File: src/rtl/sem_pkg.sv
package sem_pkg;

  typedef enum logic [1:0] {
    OWN_FREE  = 2'd0,
    OWN_LEFT  = 2'd1,
    OWN_RIGHT = 2'd2
  } semOwner_t;

  // per-flag strobes from a port's control to the flag datapath
  typedef struct packed {
    logic req;   // write of 0 to this flag
    logic rel;   // write of 1 to this flag
  } semStrobe_t;

endpackage

File: src/rtl/sem_port_ctrl.sv
module sem_port_ctrl
  import sem_pkg::*;
#(
  parameter int NUM_FLAGS = 8,
  localparam int IDX_W = $clog2(NUM_FLAGS)
) (
  input  logic                   memEnN,
  input  logic                   semSelN,
  input  logic                   wrN,
  input  logic [IDX_W-1:0]       idx,
  input  logic                   wrBit,
  output semStrobe_t [NUM_FLAGS-1:0] stb,
  output logic                   rdEn
);

  logic access;
  logic wrAccess;

  always_comb begin
    access   = memEnN && !semSelN;
    wrAccess = access && !wrN;
    rdEn     = access && wrN;
  end

  for (genvar f = 0; f < NUM_FLAGS; f++) begin : gDec
    logic hit;
    always_comb begin
      hit        = wrAccess && (idx == IDX_W'(f));
      stb[f].req = hit && !wrBit;
      stb[f].rel = hit && wrBit;
    end
  end

endmodule

File: src/rtl/sem_flag_bank.sv
module sem_flag_bank
  import sem_pkg::*;
#(
  parameter int NUM_FLAGS = 8,
  parameter int DATA_W    = 16,
  localparam int IDX_W = $clog2(NUM_FLAGS)
) (
  input  logic                       clk,
  input  logic                       rstN,
  input  semStrobe_t [NUM_FLAGS-1:0] lStb,
  input  semStrobe_t [NUM_FLAGS-1:0] rStb,
  input  logic                       lRdEn,
  input  logic                       rRdEn,
  input  logic [IDX_W-1:0]           lIdx,
  input  logic [IDX_W-1:0]           rIdx,
  output logic [DATA_W-1:0]          lRdData,
  output logic [DATA_W-1:0]          rRdData
);

  logic [NUM_FLAGS-1:0] lHeld;
  logic [NUM_FLAGS-1:0] rHeld;

  for (genvar f = 0; f < NUM_FLAGS; f++) begin : gFlag
    semOwner_t owner, ownerNxt;
    logic      pend, pendNxt;
    logic      waitNxt;

    always_comb begin
      ownerNxt = owner;
      pendNxt  = pend;
      waitNxt  = pend;
      unique case (owner)
        OWN_FREE: begin
          if (lStb[f].req) begin
            ownerNxt = OWN_LEFT;      // left wins a tie
            pendNxt  = rStb[f].req;
          end else if (rStb[f].req) begin
            ownerNxt = OWN_RIGHT;
            pendNxt  = 1'b0;
          end
        end
        OWN_LEFT: begin
          if (rStb[f].req)      waitNxt = 1'b1;
          else if (rStb[f].rel) waitNxt = 1'b0;
          if (lStb[f].rel) begin
            ownerNxt = waitNxt ? OWN_RIGHT : OWN_FREE;
            pendNxt  = 1'b0;
          end else begin
            pendNxt  = waitNxt;
          end
        end
        OWN_RIGHT: begin
          if (lStb[f].req)      waitNxt = 1'b1;
          else if (lStb[f].rel) waitNxt = 1'b0;
          if (rStb[f].rel) begin
            ownerNxt = waitNxt ? OWN_LEFT : OWN_FREE;
            pendNxt  = 1'b0;
          end else begin
            pendNxt  = waitNxt;
          end
        end
        default: begin
          ownerNxt = OWN_FREE;
          pendNxt  = 1'b0;
        end
      endcase
    end

    always_ff @(posedge clk) begin
      if (!rstN) begin
        owner <= OWN_FREE;
        pend  <= 1'b0;
      end else begin
        owner <= ownerNxt;
        pend  <= pendNxt;
      end
    end

    assign lHeld[f] = (owner == OWN_LEFT);
    assign rHeld[f] = (owner == OWN_RIGHT);
  end

  logic lStat, rStat;

  always_comb begin
    lStat   = !lHeld[lIdx];
    rStat   = !rHeld[rIdx];
    lRdData = lRdEn ? {DATA_W{lStat}} : '0;
    rRdData = rRdEn ? {DATA_W{rStat}} : '0;
  end

endmodule

File: src/rtl/semaphore_bank.sv
module semaphore_bank
  import sem_pkg::*;
#(
  parameter int NUM_FLAGS = 8,
  parameter int DATA_W    = 16,
  localparam int IDX_W = $clog2(NUM_FLAGS)
) (
  input  logic              clk,
  input  logic              rstN,
  input  logic              lMemEnN,
  input  logic              lSemSelN,
  input  logic              lWrN,
  input  logic [IDX_W-1:0]  lIdx,
  input  logic              lWrBit,
  output logic [DATA_W-1:0] lRdData,
  input  logic              rMemEnN,
  input  logic              rSemSelN,
  input  logic              rWrN,
  input  logic [IDX_W-1:0]  rIdx,
  input  logic              rWrBit,
  output logic [DATA_W-1:0] rRdData
);

  semStrobe_t [NUM_FLAGS-1:0] lStb, rStb;
  logic lRdEn, rRdEn;

  sem_port_ctrl #(.NUM_FLAGS(NUM_FLAGS)) uLeftCtrl (
    .memEnN(lMemEnN), .semSelN(lSemSelN), .wrN(lWrN), .idx(lIdx),
    .wrBit(lWrBit), .stb(lStb), .rdEn(lRdEn)
  );

  sem_port_ctrl #(.NUM_FLAGS(NUM_FLAGS)) uRightCtrl (
    .memEnN(rMemEnN), .semSelN(rSemSelN), .wrN(rWrN), .idx(rIdx),
    .wrBit(rWrBit), .stb(rStb), .rdEn(rRdEn)
  );

  sem_flag_bank #(.NUM_FLAGS(NUM_FLAGS), .DATA_W(DATA_W)) uBank (
    .clk(clk), .rstN(rstN),
    .lStb(lStb), .rStb(rStb), .lRdEn(lRdEn), .rRdEn(rRdEn),
    .lIdx(lIdx), .rIdx(rIdx), .lRdData(lRdData), .rRdData(rRdData)
  );

endmodule

File: config.mk
export PLATFORM = sky130hd
export DESIGN_NAME = semaphore_bank
export DESIGN_NICKNAME = d
export VERILOG_FILES = /design/src/rtl/sem_pkg.sv /design/src/rtl/sem_port_ctrl.sv /design/src/rtl/sem_flag_bank.sv /design/src/rtl/semaphore_bank.sv
export SDC_FILE = /design/constraint.sdc
export NUM_CORES = 1
export LEC_CHECK = 0
export BUFFER_PORTS_ARGS = -buffer_cell sky130_fd_sc_hd__buf_4
export CAP_MARGIN = 20
export CORE_ASPECT_RATIO = 0.9
export CORE_MARGIN = 2
export CORE_UTILIZATION = 55
export DETAILED_ROUTE_END_ITERATION = 6
export GPL_TIMING_DRIVEN = 0
export PLACE_DENSITY = 0.81
export SLEW_MARGIN = 30
export SYNTH_ARGS = -nofsm -noshare
export SYNTH_HDL_FRONTEND = slang
export SYNTH_SLANG_ARGS = --single-unit
File: constraint.sdc
create_clock -name clk -period 4.6 [get_ports clk]
set_input_delay 0.69 -clock clk [delete_from_list [all_inputs] [get_ports clk]]
set_output_delay 0.69 -clock clk [all_outputs]
set_load 0.1 [all_outputs]
## Word level (Yosys, flattened, before mapping)

Cells that the tools add are included.

| word-level totals | value |
|---|---|
| register bits | 24 |
| input port bits | 16 |
| output and inout port bits | 32 |
| word-level logic and storage cells | 302 |

| operators by class | value |
|---|---|
| $lt $le $gt $ge | 2 |
| eq/ne operators | 54 |
| muxes and demuxes | 150 |
| reductions and logical operators | 80 |

Operators with widths:

| operator | count |
|---|---|
| 1-bit two-way mux | 90 |
| 2-bit two-way mux | 40 |
| 1-bit logical AND | 54 |
| 2-bit case mux with 3 select lines | 8 |
| 16-bit two-way mux | 2 |
| 2-bit != test, second input constant | 16 |
| 3-bit == test, second input constant | 8 |
| 3-bit by 2-bit != test with 1-bit output, second input constant | 8 |
| 1-bit case mux with 3 select lines | 8 |
| 3-bit AND reduction | 8 |
| 2-bit by 1-bit == test with 1-bit output, second input constant | 8 |
| 2-bit == test, second input constant | 8 |
| 2-bit zero test | 8 |
| 3-bit by 2-bit == test with 1-bit output, second input constant | 4 |
| 1-bit zero test | 8 |
| 3-bit by 4-bit < comparator with 1-bit output, second input constant | 2 |
| 1-bit binary-select mux with 3-bit select | 2 |
| 3-bit by 1-bit == test with 1-bit output, second input constant | 2 |
| 3-bit zero test | 2 |

## Depth between registers and ports, before layout

Gate-level depths: netlist of run 1.

| logic depth | value |
|---|---|
| depth in word-level cells | 11 |
| depth in mapped cells | 8 |
| depth with buffers taken out | 5 |

## Modules after synthesis

From an unflattened synthesis of run 1, not the netlist that was laid out.

| unflattened totals | value |
|---|---|
| cells, all modules | 317 |
| area, all modules | 2,398.6 µm² |

By module, submodules not included:

| module | times used | cells each | area an instance (µm²) | sequential area each (µm²) |
|---|---|---|---|---|
| sem_flag_bank | 1 | 257 | 1,993.2 | 480.5 |
| sem_port_ctrl | 2 | 30 | 202.7 | 0.0 |

## Worst setup path before layout of run 1

OpenSTA, ideal clock, no wires.

| timing | value |
|---|---|
| path type | in2out |
| start | in rIdx[0] |
| end | out rRdData[10] |
| data arrival time | 6,337 ps |
| data required time | 3,910 ps |
| slack | -2,427 ps |
| cell stages on the path | 7 |
| buffers on the path | 3 |
| cell sequence | clkbuf_1 -> clkbuf_1 -> o21ai_0 -> o211ai_1 -> o21ai_0 -> nor4bb_1 -> buf_4 |

| on the way | value |
|---|---|
| cells in the longest elaborated chain, start to end | 4 |

Ends and longest elaborated chain:

| item | RTL line | text |
|---|---|---|
| from (decl) | semaphore_bank.sv:19 | `input logic [IDX_W-1:0] rIdx,` |
| 1-bit binary-select mux with 3-bit select | sem_flag_bank.sv:87 | `rStat = !rHeld[rIdx];` |
| 1-bit two-way mux (implied by the code) | sem_flag_bank.sv:87 |  |
| 1-bit zero test | sem_flag_bank.sv:87 |  |
| 16-bit two-way mux | sem_flag_bank.sv:89 | `rRdData = rRdEn ? {DATA_W{rStat}} : '0;` |
| to (decl) | semaphore_bank.sv:21 | `output logic [DATA_W-1:0] rRdData` |

Every way passes these cells. The select of a mux whose other input is x is not followed.

## Worst setup path in the final report of run 1

| timing | value |
|---|---|
| start | in rIdx[1] |
| end | out rRdData[4] |

Same word-level chain as after synthesis.

==> run metrics, run 1 <==
status complete, but fails checks; failing checks design-rule violations; final wirelength 7720 um; DR iter-0 viols 465; grt total ovfl 0; maximum clock frequency 0.243 GHz; TritonCTS buffer count 3; CTS tree done; Non-Filler Instances 448; largest net degree at the start of global routing 17; Crit-path slowest cell nor4bb_4; DIE WIDTH 75.2 um; Cell Area, Synth 2510 sq um; worst setup margin 0.484 ns; RSZ-0062 raised after global routing false; number of max-cap violations 0; Initial Utilization 0.566; Hold Path End uBank.gFlag[2].pend$_SDFFE_PN0P_; overall die height 68.1 um; DRC 4; Fin Setup TNS 0 ns; clock sinks 24; Final Skew 0.000472 ns; Critical R2R Launch uBank.gFlag[4].owner[1]$_SDFFE_PN0P_; Worst-path clk slew 0.09 ns; Static Leak 1.09 nW; WP data arrival 3.43 ns; num ports 48; Final Util 0.676; switch share 0.405; pwr dens 184 nW/um^2; Hold Buf Count CTS 0; post-synthesis net count 354; Worst Path Class, Setup in -> out; Max Buffers Root-to-Sink 2; drt pass-1 iters 7; Peak VDD IR 0.000105 V; leading cell types in the layout, fill and taps excluded buf_4 (75), dfxtp_1 (24), a21oi_1 (23), nand3_1 (22), nand2_1 (21); cell types occupying the most area after synthesis dfxtp_1 (19%), buf_4 (9.0%), a21oi_1 (4.6%), nand3_1 (4.4%), nand2b_1 (3.5%); Post-CTS Setup Inserts 0; DP Area 2950 sq um; number of global-route vias before repair 2528; post-synthesis cell count 338; port bufs 45; Worst Path Required 3.91 ns; Worst Path Max Fanout 16; register area 480 sq um; fin crit share 0.895; setup slack at placement 0.554 ns; Layout area overhead 19.4%; worst r2r path cells 6; post-synth top area cell dfxtp_1; Final Hold Vio Count 0; crit-path max cell delay 0.75 ns; initial antenna violation count 0; total die area 5120 sq um; vias 2854; clock latency on the worst-skew pair 0.27 ns; root buffer cell clkbuf_8; drt via density 6.37; Wirelength per Cell 17.2 um; number of gates resized after CTS 0; share of the yosys chip area belonging to registers 0.192; r2r setup slk 2.71 ns; Fillers 409; Max Slew Vio Count 0; Hold Path Stages 2; min Tclk post-route 4.12 ns; RR Endpoint uBank.gFlag[4].pend$_SDFFE_PN0P_; first-pass GRT wire length 11900 um; area share of the largest cell type after synthesis 0.192; Rel. slew slack 0.470; cell-internal power 0.328 mW; Non-Filler Cell Area, Final 3000 sq um; htree depth 1; register bit total from synthesis 24; startpoint of the worst hold path uBank.gFlag[2].pend$_SDFFE_PN0P_; final setup vio count 0; cell row count 23; Setup crit start kind input port; Worst Tran Pin Value 0.793 ns; Sequential Power Share 0.389; Sw Pwr 0.223 mW; Detail Placement HPWL 5750 um; Comb power frac 0.380; core area 4430 sq um; main flop type after synthesis dfxtp_1; Unique masters post-synth 58; Crit. End Element output port; Synth Area per Inst 7.42 sq um; Total Routing Usage GR 0.298; ant diodes 0; area of the multi-input gates 1700 sq um; Clk pwr share 0.231; Inst Count DP 445; worst-path cell chain buf_4 > clkbuf_1 > clkbuf_1 > o211ai_1 > o211ai_1 > o21ai_0 > nor4bb_4 > buf_4 > buf_4; Min-Delay Path Class reg -> reg; Most common cell on crit path buf_4; commonest non-fill, non-tap cell in the layout buf_4; DRT antenna net count 0; EDFF count, synth 0; Async SR Flop Fraction 0; Syn. warnings 0; fin nets 404; gpl congestion 1.01; share of cells above drive strength 1 0.249
-- layout make-up --
class | instances | share of cell area
clock buffers | 3 | 0.0138
plain buffers | 52 | 0.106
multi-input cells | 252 | 0.569
well taps | 62 | 0.0259
inverters | 10 | 0.0125
repair buffers | 45 | 0.113
flip-flops and latches | 24 | 0.160
-- routing by layer --
layer,wire (um),GRT usage,share of wire,up-vias
met2,3500,0.468,0.45,172
met1,3290,0.403,0.43,1312
met5,0,0,0,-
li1,-,-,-,1362
met3,852,0.0781,0.11,8
met4,73,0.0877,0.0095,0
-- through the flow --
step	power, mW	hold slack [ns]
after detailed placement	0.425	0.532
after global placement	0.423	0.511
after floorplan	0.375	0.492
after global routing	0.575	0.566
after CTS	0.554	0.546
final	0.551	0.544
-- cells in the mapped netlist, types with 2 or more instances --
cell type	number
buf_4	30
dfxtp_1	24
a21oi_1	23
nand3_1	22
nand2_1	21
clkbuf_1	19
nor2_1	19
nand2b_1	14
nor3_1	14
a31oi_1	12
and3_1	11
inv_1	10
o21ai_0	10
or3_1	8
o22ai_1	7
nand3b_1	6
nor2b_1	6
a211oi_1	5
nand4_1	5
o31ai_1	5
nor4bb_1	4
o211ai_1	4
a32oi_1	3
mux4_2	3
nand4b_1	3
nor4_1	3
o21a_1	3
a2111oi_0	2
a211o_1	2
a221o_1	2
a311oi_1	2
and2_1	2
and3b_1	2
buf_2	2
mux2i_1	2
nor4b_1	2
nor4b_2	2
o21bai_1	2
o221ai_1	2
xor2_1	2
-- critical path: cells and delay by family --
| family | cells | cell delay (ns) |
|---|---|---|
| buffers and inverters | 5 | 1.42 |
| AND/OR/NAND/NOR | 1 | 0.75 |
| AO/OA/AOI/OAI | 3 | 0.56 |
-- cells by family (layout without fill, tap and decap cells) --
logic type	after synthesis	after routing	share of synthesized area
XOR/XNOR	3	3	0.0105
AND/OR/NAND/NOR	151	151	0.359
buffers and inverters	62	110	0.142
multiplexers	5	5	0.0349
flip-flops	24	24	0.192
AO/OA/AOI/OAI	93	93	0.262
-- worst max path at each step --
stage	from	slack, ns	cells past startpoint	to
floorplan	rIdx[0]	0.27	7	rRdData[10]
global placement	rIdx[1]	0.65	9	rRdData[4]
detailed placement	rIdx[1]	0.55	9	rRdData[4]
CTS	rIdx[1]	0.54	9	rRdData[4]
global route	rIdx[1]	0.37	9	rRdData[3]
finish	rIdx[1]	0.48	9	rRdData[4]
-- power groups by stage --
stage | Combinational, mW | Sequential (mW) | Clock [mW]
final | 0.210 | 0.214 | 0.128
after global routing | 0.217 | 0.215 | 0.142
after CTS | 0.207 | 0.214 | 0.133
after detailed placement | 0.206 | 0.219 | 0
after global placement | 0.204 | 0.219 | 0
after floorplan | 0.157 | 0.218 | 0
-- registers in the layout, summed over array words and instances (netlist names) --
| register | flops |
|---|---|
| uBank.gFlag.owner | 16 |
| uBank.gFlag.pend | 8 |
No activity file was read; power rests on OpenSTA's default activity.
==> run 2: changes to the inputs <==
- GPL_ROUTABILITY_DRIVEN: unset -> 0
- PLACE_DENSITY: 0.81 -> 0.9
- SKIP_CTS_REPAIR_TIMING: unset -> 1
==> run 2 against run 1 <==
The run now ends clean. Sequential cell count unchanged. Critical endpoint is now rRdData[12]. Clock-buffer cell count unchanged. Hold slack improved by 0.0075 ns. Routed wire length decreased by 3.4%. Critical path type unchanged. Combinational power about the same. Power increased by 0.92%.
==> run metrics, run 2 (synthesis gave the netlist of run 1 again) <==
status finished, final reports clean (was complete, but fails checks); Final Skew 0.00820 ns (was 0.000472 ns); critical path startpoint rIdx[1] (unchanged); vias 2893 (was 2854); Worst-path clk slew 0.08 ns (was 0.09 ns); Fillers 403 (was 409); fin crit share 0.879 (was 0.895); Detail Placement HPWL 5630 um (was 5750 um); WP data arrival 3.35 ns (was 3.43 ns); Max Buffers Root-to-Sink 2 (unchanged); core area 4430 sq um (unchanged); Top Registers uBank.gFlag.owner (16), uBank.gFlag.pend (8) (unchanged); Sequential Power Share 0.385 (was 0.389); Worst Tran Pin Value 0.780 ns (was 0.793 ns); htree depth 1 (unchanged); Final Util 0.676 (unchanged); Clk pwr share 0.240 (was 0.231); crit path to rRdData[12] (was rRdData[4]); Wirelength per Cell 16.6 um (was 17.2 um); number of max-cap violations 0 (unchanged); DRC 0 (was 4); drt via density 6.46 (was 6.37); initial antenna violation count 0 (unchanged); Comb power frac 0.375 (was 0.380); Static Leak 1.09 nW (unchanged); Worst Path Max Fanout 16 (unchanged); clock latency on the worst-skew pair 0.28 ns (was 0.27 ns); TritonCTS buffer count 3 (unchanged); DIE WIDTH 75.2 um (unchanged); Critical R2R Launch uBank.gFlag[4].owner[1]$_SDFFE_PN0P_ (unchanged); number of global-route vias before repair 2465 (was 2528); Largest Register uBank.gFlag.owner (unchanged); cell-internal power 0.328 mW (about the same); worst setup margin 0.558 ns (was 0.484 ns); leading cell types in the layout, fill and taps excluded buf_4 (75), dfxtp_1 (24), a21oi_1 (23), nand3_1 (22), nand2_1 (21) (unchanged); DRT antenna net count 0 (unchanged); min Tclk post-route 4.04 ns (was 4.12 ns); pwr dens 186 nW/um^2 (was 184 nW/um^2); fin nets 404 (unchanged); clock sinks 24 (unchanged); flip-flop count of the largest register after layout 16 (unchanged); total power 0.556 mW (was 0.551 mW); first-pass GRT wire length 11600 um (was 11900 um); RSZ-0062 raised after global routing false (unchanged); Crit. End Element output port (unchanged); cell row count 23 (unchanged); overall die height 68.1 um (unchanged); RR Endpoint uBank.gFlag[4].pend$_SDFFE_PN0P_ (unchanged); Worst Path Class, Setup in -> out (unchanged); Peak VDD IR 0.000149 V (was 0.000105 V); DP Area 2950 sq um (unchanged); root buffer cell clkbuf_8 (unchanged); grt total ovfl 0 (unchanged); ant diodes 0 (unchanged); CTS tree done (unchanged); Fin Setup TNS 0 ns (unchanged); worst r2r path cells 6 (unchanged); DR iter-0 viols 360 (was 465); Setup crit start kind input port (unchanged); area of the multi-input gates 1700 sq um (unchanged); Max Slew Vio Count 0 (unchanged); total die area 5120 sq um (unchanged); Sw Pwr 0.228 mW (was 0.223 mW); Total Routing Usage GR 0.292 (was 0.298); num ports 48 (unchanged); maximum clock frequency 0.247 GHz (was 0.243 GHz); port bufs 45 (unchanged); share of cells above drive strength 1 0.249 (unchanged); Inst Count DP 445 (unchanged); final wirelength 7450 um (was 7720 um); drt pass-1 iters 7 (unchanged); register area 480 sq um (unchanged); largest net degree at the start of global routing 17 (unchanged); Layout area overhead 19.4% (unchanged); Final Hold Vio Count 0 (unchanged); setup slack at placement 0.616 ns (was 0.554 ns); Rel. slew slack 0.473 (was 0.470); Min-Delay Path Class reg -> reg (unchanged); Worst Path Required 3.91 ns (about the same); final setup vio count 0 (unchanged); r2r setup slk 2.72 ns (was 2.71 ns); Hold Slack 0.552 ns (was 0.544 ns); Non-Filler Instances 448 (unchanged); commonest non-fill, non-tap cell in the layout buf_4 (unchanged); switch share 0.410 (was 0.405); Initial Utilization 0.566 (unchanged); Non-Filler Cell Area, Final 3000 sq um (unchanged)
[run 2: worst max-delay path, cell delays in order]
cell and delay, ns:
buf_4 0.09, clkbuf_1 0.40, clkbuf_1 0.41, o211ai_1 0.21
o211ai_1 0.14, o21ai_0 0.17, nor4bb_4 0.72, buf_4 0.23
buf_4 0.28
[run 2: area by class of cell]
type | instances | share of cell area
inverter | 10 | 0.0125
timing repair buffer | 45 | 0.113
tap | 62 | 0.0259
clock buffer | 3 | 0.0138
buffer | 52 | 0.106
multi-input combinational | 252 | 0.569
sequential | 24 | 0.160
[run 2: worst min-delay path by stage]
stage	from	end	slack [ns]	cells after the start
finish	uBank.gFlag[2].pend$_SDFFE_PN0P_	uBank.gFlag[2].pend$_SDFFE_PN0P_	0.55	2
global route	uBank.gFlag[3].pend$_SDFFE_PN0P_	uBank.gFlag[3].pend$_SDFFE_PN0P_	0.61	2
CTS	uBank.gFlag[2].pend$_SDFFE_PN0P_	uBank.gFlag[2].pend$_SDFFE_PN0P_	0.54	2
detailed placement	uBank.gFlag[2].pend$_SDFFE_PN0P_	uBank.gFlag[2].pend$_SDFFE_PN0P_	0.53	2
global placement	uBank.gFlag[2].pend$_SDFFE_PN0P_	uBank.gFlag[2].pend$_SDFFE_PN0P_	0.52	2
floorplan	uBank.gFlag[2].pend$_SDFFE_PN0P_	uBank.gFlag[2].pend$_SDFFE_PN0P_	0.49	2
[run 2: metal layers]
metal  track usage  share of wire
met4         0.125          0.023
met2         0.456           0.45
met5             0              0
met1         0.386           0.40
met3        0.0677           0.12
[run 2: power by group through the flow]
stage / sequential [mW] / combinational, mW / clock, mW
after global routing: 0.215 / 0.217 / 0.143
after global placement: 0.219 / 0.202 / 0
after floorplan: 0.218 / 0.157 / 0
final: 0.214 / 0.208 / 0.134
after detailed placement: 0.219 / 0.205 / 0
after CTS: 0.214 / 0.206 / 0.135
==> run 3: changes to the inputs <==
- ABC_AREA: unset -> 1
- PLACE_DENSITY: 0.9 -> 0.91
- SLEW_MARGIN: 30 -> unset
==> run 3 against run 2 <==
Die area down 1.7%. Non-clock buffer count down 14. Setup slack better by 0.66 ns. Routed wire length down 12%. Clock skew about the same. First-iteration DRC count down 37%. Hold slack better by 0.0095 ns. Cell count up 29%. Final area down 2.0%. Clock power up 13%. Critical endpoint is now lRdData[5].
==> run metrics, run 3 <==
CTS tree done (unchanged); Worst Path Required 3.91 ns (about the same); Unique masters post-synth 24 (was 58); TritonCTS buffer count 3 (unchanged); share of cells above drive strength 1 0.189 (was 0.249); DR iter-0 viols 228 (was 360); WP depth 9 (unchanged); worst r2r path cells 7 (was 6); Peak VDD IR 0.000191 V (was 0.000149 V); DRC 0 (unchanged); Crit-path slowest cell nor2_1 (was nor4bb_4); clock sinks 24 (unchanged); register bit total from synthesis 24 (unchanged); Synth Area per Inst 5.30 sq um (was 7.42 sq um); Fin Setup TNS 0 ns (unchanged); drt via density 5.22 (was 6.46); htree depth 1 (unchanged); Final Skew 0.00806 ns (was 0.00820 ns); commonest non-fill, non-tap cell in the layout nand2_1 (was buf_4); Layout area overhead 19.1% (was 19.4%); cell types occupying the most area after synthesis nand2_1 (22%), dfxtp_1 (20%), nand3_1 (12%), nor2_1 (11%), inv_1 (9.8%) (was dfxtp_1 (19%), buf_4 (9.0%), a21oi_1 (4.6%), nand3_1 (4.4%), nand2b_1 (3.5%)); worst path bufs/invs 4 (was 5); Min-Delay Path Class reg -> reg (unchanged); clock latency on the worst-skew pair 0.28 ns (about the same); setup slack at placement 1.35 ns (was 0.616 ns); WP data arrival 2.69 ns (was 3.35 ns); core area 4370 sq um (was 4430 sq um); Max Slew Vio Count 0 (unchanged); Setup crit start kind input port (unchanged); Initial Utilization 0.563 (was 0.566); first-pass GRT wire length 10600 um (was 11600 um); Cell Area, Synth 2460 sq um (was 2510 sq um); Async SR Flop Fraction 0 (unchanged); leading cell types in the layout, fill and taps excluded nand2_1 (144), buf_4 (76), nor2_1 (72), inv_1 (64), nand3_1 (59) (was buf_4 (75), dfxtp_1 (24), a21oi_1 (23), nand3_1 (22), nand2_1 (21)); post-synth top area cell nand2_1 (was dfxtp_1); overall die height 67.5 um (was 68.1 um); final setup vio count 0 (unchanged); Worst Tran Pin Value 0.943 ns (was 0.780 ns); largest net degree at the start of global routing 17 (unchanged); flip-flop count of the largest register after layout 16 (unchanged); number of global-route vias before repair 2552 (was 2465); switch share 0.430 (was 0.410); number of max-cap violations 0 (unchanged); Rel. slew slack 0.369 (was 0.473); Sw Pwr 0.278 mW (was 0.228 mW); num ports 48 (unchanged); Most common cell on crit path buf_4 (unchanged); area share of the largest cell type after synthesis 0.219 (was 0.192); Hold Path Stages 4 (was 2); DRT antenna net count 0 (unchanged); Clk pwr share 0.233 (was 0.240); total die area 5030 sq um (was 5120 sq um); Non-Filler Cell Area, Final 2930 sq um (was 3000 sq um); pwr dens 221 nW/um^2 (was 186 nW/um^2); cell row count 23 (unchanged); fin nets 531 (was 404); Crit. End Element output port (unchanged); top-count cell post-synth nand2_1 (was buf_4); register area 480 sq um (unchanged); area of the multi-input gates 1460 sq um (was 1700 sq um); EDFF count, synth 0 (unchanged); worst setup margin 1.22 ns (was 0.558 ns); Worst Path Class, Setup in -> out (unchanged); Max Buffers Root-to-Sink 2 (unchanged); Detail Placement HPWL 5050 um (was 5630 um); Static Leak 1.68 nW (was 1.09 nW); crit-path max cell delay 0.72 ns (about the same); maximum clock frequency 0.296 GHz (was 0.247 GHz); Final Util 0.671 (was 0.676); cell-internal power 0.369 mW (was 0.328 mW); Sequential Power Share 0.349 (was 0.385); RSZ-0062 raised after global routing false (unchanged); initial antenna violation count 0 (unchanged); Worst Path Max Fanout 16 (unchanged); port bufs 45 (unchanged); Comb power frac 0.418 (was 0.375); Final Hold Vio Count 0 (unchanged); Top Registers uBank.gFlag.owner (16), uBank.gFlag.pend (8) (unchanged); share of the yosys chip area belonging to registers 0.195 (was 0.192); commonest cells in the synthesized netlist nand2_1 (144), nor2_1 (72), inv_1 (64), nand3_1 (59), buf_4 (31) (was buf_4 (30), dfxtp_1 (24), a21oi_1 (23), nand3_1 (22), nand2_1 (21)); Syn. warnings 0 (unchanged); fin crit share 0.736 (was 0.879); post-synthesis cell count 465 (was 338); Worst-path clk slew 0.10 ns (was 0.08 ns); final wirelength 6550 um (was 7450 um); drt pass-1 iters 6 (was 7); DIE WIDTH 74.5 um (was 75.2 um); worst-path cell chain buf_4 > inv_2 > nand2_1 > o21ai_0 > nor3_1 > a21oi_1 > nor2_1 > buf_4 > buf_4 (was buf_4 > clkbuf_1 > clkbuf_1 > o211ai_1 > o211ai_1 > o21ai_0 > nor4bb_4 > buf_4 > buf_4); Total Routing Usage GR 0.267 (was 0.292); ant diodes 0 (unchanged); status finished, final reports clean (unchanged); Largest Register uBank.gFlag.owner (unchanged); Fillers 438 (was 403); min Tclk post-route 3.38 ns (was 4.04 ns); CP top delay family simple AND/OR/NAND/NOR gates (was buffers and inverters); root buffer cell clkbuf_8 (unchanged); grt total ovfl 0 (unchanged); DP Area 2880 sq um (was 2950 sq um); vias 3004 (was 2893); post-synthesis net count 481 (was 354); main flop type after synthesis dfxtp_1 (unchanged); Wirelength per Cell 11.4 um (was 16.6 um)
==> run 3: cell types whose count changed after synthesis, moves of 10 or more <==
cell      change
and3_1       -11
nand3_1      +37
nand2b_1     -14
nand2_1     +123
inv_1        +54
clkbuf_1     -15
nor2_1       +53
nor3_1       -10
==> run 3: kinds of logic (layout without fill, tap and decap cells) <==
group | after synthesis | count (layout) | synth area share
simple gates | 297 | 297 | 0.509
buf+inv | 105 | 154 | 0.211
compound gates | 39 | 39 | 0.0848
flops | 24 | 24 | 0.195
==> run 3: power groups by stage <==
stage / clock [mW] / sequential, mW / combinational [mW]
6_report: 0.151 / 0.226 / 0.271
5_1_grt: 0.158 / 0.228 / 0.295
4_1_cts: 0.154 / 0.226 / 0.269
3_5_place_dp: 0 / 0.231 / 0.267
3_3_place_gp: 0 / 0.231 / 0.263
2_1_floorplan: 0 / 0.230 / 0.210
==> run 3: routing by layer <==
| metal | GRT usage | routed length, um | vias to the layer above |
|---|---|---|---|
| li1 | - | - | 1526 |
| met1 | 0.356 | 2860 | 1308 |
| met2 | 0.428 | 2890 | 156 |
| met3 | 0.0507 | 719 | 14 |
| met4 | 0.0982 | 76 | 0 |
| met5 | 0 | 0 | - |
==> run 3: layout make-up <==
cell class | count | share of cell area
Clock buffer | 4 | 0.0188
Timing Repair Buffer | 45 | 0.115
Buffer | 38 | 0.0917
Inverter | 67 | 0.0857
Tap cell | 62 | 0.0264
Multi-Input combinational cell | 336 | 0.499
Sequential cell | 24 | 0.164
==> run 3: tightest hold or removal path: cells and delay by family (launching register included) <==
| family | cells | cell delay (ns) |
|---|---|---|
| flops | 1 | 0.32 |
| buf+inv | 1 | 0.03 |
| simple gates | 3 | 0.17 |
==> run 3: worst paths after layout <==
kind                                             start                              endpoint  slack (ns)
setup / recovery                               lIdx[0]                            lRdData[5]        1.22
hold reg to reg       uBank.gFlag[2].pend$_SDFFE_PN0P_      uBank.gFlag[2].pend$_SDFFE_PN0P_        0.56
hold / removal        uBank.gFlag[2].pend$_SDFFE_PN0P_      uBank.gFlag[2].pend$_SDFFE_PN0P_        0.56
setup reg to reg  uBank.gFlag[7].owner[0]$_SDFFE_PN0P_  uBank.gFlag[7].owner[0]$_SDFFE_PN0P_        3.38
==> run 3: through the flow <==
step,std cells,power [mW],hold WS [ns]
after CTS,576,0.649,0.567
after global routing,576,0.681,0.639
final,576,0.648,0.561
after floorplan,465,0.440,0.519
after detailed placement,572,0.499,0.543
after global placement,572,0.494,0.540
